[src/rtl/tlp_page_span.sv]
module tlp_page_span #(
  parameter int PAGE_W = 12,
  parameter int LEN_W  = 10
) (
  input  logic              chk_en,
  input  logic [PAGE_W-1:0] offset,
  input  logic [LEN_W-1:0]  len_dw,
  output logic              crosses
);

  localparam int CNT_W = LEN_W + 1;
  localparam int SUM_W = PAGE_W + LEN_W + 3;
  localparam logic [SUM_W-1:0] PAGE_LAST = SUM_W'((64'd1 << PAGE_W) - 64'd1);

  logic [CNT_W-1:0] dw_count;
  logic [SUM_W-1:0] last_byte;

  always_comb begin
    dw_count  = (len_dw == '0) ? CNT_W'(64'd1 << LEN_W) : CNT_W'(len_dw);
    last_byte = SUM_W'(offset) + (SUM_W'(dw_count) << 2) - SUM_W'(1);
    crosses   = chk_en && (last_byte > PAGE_LAST);
  end

  // a request starting on a page boundary never spills over
  // (holds while a full-length request fits in one page)
  always_comb begin
    if (chk_en && offset == '0 && (LEN_W + 2 <= PAGE_W)) begin
      assert_page_start_fits_R3: assert (!crosses);
    end
  end

endmodule

[config.mk]
export PLATFORM = sky130hd
export DESIGN_NAME = tlp_page_span
export DESIGN_NICKNAME = d
export VERILOG_FILES = /design/src/rtl/tlp_page_span.sv
export SDC_FILE = /design/constraint.sdc
export NUM_CORES = 1
export LEC_CHECK = 0
export CORE_AREA = 2 2 52 54
export DETAILED_ROUTE_END_ITERATION = 12
export DIE_AREA = 0 0 54 56
export DONT_BUFFER_PORTS = 1
export PLACE_DENSITY = 0.63
export SETUP_SLACK_MARGIN = 0.1
export SYNTH_ARGS = -nofsm -noshare
export SYNTH_HDL_FRONTEND = slang
export SYNTH_SLANG_ARGS = --single-unit
[constraint.sdc]
create_clock -name vclk -period 2.7
set_input_delay 0 -clock vclk [all_inputs]
set_output_delay 0 -clock vclk [all_outputs]
set_load 0.01 [all_outputs]
**Word level (Yosys, flattened, before mapping)**

Index checks and enable logic that the tools add are counted.

- Flip-flop bits (word level): 0
- Bits in latches: 0
- RAM bits: 0
- ROM bits: 0
- Input bits: 23
- Output and inout port bits: 1
- Word-level logic and storage cells: 6
- Memories: 0

- Add/subtract/negate cells: 2
- $mul: 0
- Divide/modulo/power cells: 0
- $lt $le $gt $ge: 1
- Equal/unequal tests: 0
- Shift-type cells: 0
- Muxes and demuxes: 1
- Bitwise operators: 0
- Reduce and logical (&&, ||, !) cells: 2

Operators by type and width:

| cell | number |
|---|---|
| $gt A25 B12 Y1 const B | 1 |
| $sub A14 B1 Y15 const B | 1 |
| $add A12 B13 Y14 | 1 |
| $mux W11 | 1 |
| $logic_not A10 Y1 | 1 |
| $logic_and A1 B1 Y1 | 1 |

**Longest topological paths before layout**

- Depth in word-level cells: 6
- Depth in mapped cells: 10
- Depth with buffers taken out: 10

**Worst setup path before layout**

No wires, ideal clock.

- Kind: input -> output
- Start point: in offset[2]
- End point: out crosses
- Data arrival time: 2,046 ps
- Path slack: 654 ps
- Stages: 10
- Cells stage by stage: inv_1 > ha_1 > inv_1 > fa_1 > a211oi_2 > o21bai_1 > a21o_1 > a2111oi_0 > o2111ai_1 > o211ai_2

- Word-level cells in the longest chain between the ends: 4

RTL lines:

| what | RTL line | RTL |
|---|---|---|
| from (decl) | 6 | `input logic [PAGE_W-1:0] offset,` |
| $add A12 B13 Y14 | 20 | `last_byte = SUM_W'(offset) + (SUM_W'(dw_count) << 2) - SUM_W'(1);` |
| $sub A14 B1 Y15 | 20 |  |
| $gt A25 B12 Y1 | 21 | `crosses = chk_en && (last_byte > PAGE_LAST);` |
| $logic_and A1 B1 Y1 | 21 |  |
| to (decl) | 8 | `output logic crosses` |

No other way between the ends.

**Final worst setup path**

Same ends and word-level chain as after synthesis.

==> metrics.txt <==
Design Area, Final=975 µm²; area share of the largest cell type after synthesis=32.0%; number of clock buffers in the layout=0; area of the multi-input gates=776 µm²; Net Sw Power=0.000125 W; top post-synthesis cells by area=ha_1 32%, inv_1 17%, a21o_1 4.0%; f_max=0.422 GHz; Hold-fix buffers, CTS=0; most used cell, CP=inv_1; antenna violations before repair=0; DRC=0; minimum clock period after layout=2.37 ns; CP endpoint kind=output pin; post-DP HPWL=1640 µm; CP max stage cell=a2111oi_0; Max IR drop VDD=118 µV; synth unique cells=36; area grow syn2layout=4.01%; Port Buffers=0; core footprint=0.00243 mm²; Worst EP arrival=2.37 ns; Iteration-0 DRC Markers=3; Power per Cell Area=236 mW/mm²; Antenna Nets Post-Route=0; average cell area after synthesis=7.05 µm²; dpl cells=163; seq_cells=0; number of setup buffers added after CTS=0; final wirelength=1760 µm; first-pass GRT wire length=3230 µm; vias post-DR=863; number of global-route vias before repair=829; overall routing resource usage=13.0%; # nets final=183; Rows=18; Hold Crit Class=primary input to output pin; final hold vios=0; leakage dissipation=0.556 nW; cell area after synthesis=937 µm²; status=completed; Cell Count, Final, Fillers Out=163; total internal power=0.000105 W; TNS Setup=0 ns; unrepaired setup endpoints after global routing=false; max cap viols=0; Worst slew margin=63.9%; crit path cell chain=inv_1 -> ha_1 -> inv_1 -> fa_1 -> a211oi_2 -> o21bai_1 -> a21o_1 -> a2111oi_0 -> o2111ai_1 -> o211ai_2; proportion of layout cells with a drive suffix above 1=5.26%; Placement Cell Area=975 µm²; syn nets=181; Slew Limit Fails=0; Die Span X=54 µm; FF+latch area=0 µm²; CP max FO=3; total grt overflow=0; # diodes=0; Starting Density=38.5%; Post-Synthesis Cells=133; Post-synth top cells=43 x inv_1, 24 x ha_1, 5 x a21o_1, 5 x nor2_1, 4 x o31ai_1; crit-path max cell delay=0.50 ns; largest net degree at the start of global routing=7; routability cong.=0.786; # fillers=268; sw frac=54.5%; count leader, synth=inv_1; drt via density=5.29; Comb pwr share=100.0%; total die area=0.00302 mm²; 1st-pass router iterations=4; fin util=40.1%; Clock Power Share=0%; yosys warns=0; Startpoint Class=primary input; Crit path required time=2.70 ns; endpoints failing setup=0; leading area contributor after synthesis=ha_1; DR WL/cell=10.8 µm; worst hold margin=0.324 ns; post_cts resized=0; Slew @ Worst Pin=0.536 ns; register share of total power=0%; Top-Level Pins=24; period utilization=87.8%; Die H=56 µm; crit path kind=primary input to output pin; Seq/Total Area, Yosys=0%
## cell type report
type               count  area share, %
inverters             43           16.6
multi-input cells     90           79.6
well taps             30           3.85
## worst max-delay path, delay by kind of cell
kind,cells,cell delay (ns)
buf+inv,2,0.09
fa+ha+maj,2,0.71
compound gates,6,1.57
## kinds of logic (layout without fill, tap and decap cells)
logic type,after synthesis,after routing,share of synthesized area [%]
AOI/OAI and AO/OA,32,32,26.3
xor gates and xnor gates,4,4,3.74
adders and majority gates,25,25,34.2
buffers and inverters,43,43,17.2
muxes,1,1,1.07
and+or+nand+nor,28,28,17.5
## metal layers
layer / vias up / share of wire (%) / routed length (µm) / GRT usage [%]
met5: - / 0 / 0 / 0
met4: 0 / 0 / 0 / 0
met3: 0 / 3.4 / 59 / 0.538
met2: 17 / 48 / 847 / 22.6
met1: 384 / 48 / 851 / 18.4
li1: 462 / - / - / -
## stage by stage
step	setup slack, ns	total power (W)
2_1_floorplan	0.654	0.000192
3_3_place_gp	0.497	0.000222
3_5_place_dp	0.311	0.000228
4_1_cts	0.315	0.000230
5_1_grt	0.172	0.000265
6_report	0.328	0.000230
## placed cells by master, fill, tap and decap left out, types with 2 or more instances in the layout
cell      instances
a211oi_2          2
a211o_1           2
o21bai_1          2
a21oi_1           2
inv_1            43
nor4_1            3
a31oi_1           3
or4_1             2
xnor2_1           2
nor3_1            3
o21ai_1           3
ha_1             24
nand2_1           2
nand4_1           2
and3_1            2
nor2_1            5
o21ai_0           2
or3_1             2
o31ai_1           4
xor2_1            2
nand3_1           2
a21o_1            5
## final timing paths
path       from       to  slack, ns  cells past startpoint
min      chk_en  crosses       0.32                      4
max   offset[2]  crosses       0.33                     10
## power by group through the flow
| stage | clock network [W] | registers (W) | logic [W] |
|---|---|---|---|
| final | 0 | 0 | 0.000230 |
| after global routing | 0 | 0 | 0.000265 |
| after CTS | 0 | 0 | 0.000230 |
| after detailed placement | 0 | 0 | 0.000228 |
| after global placement | 0 | 0 | 0.000222 |
| after floorplan | 0 | 0 | 0.000192 |
Note: power is estimated with default switching activity, not from simulation.
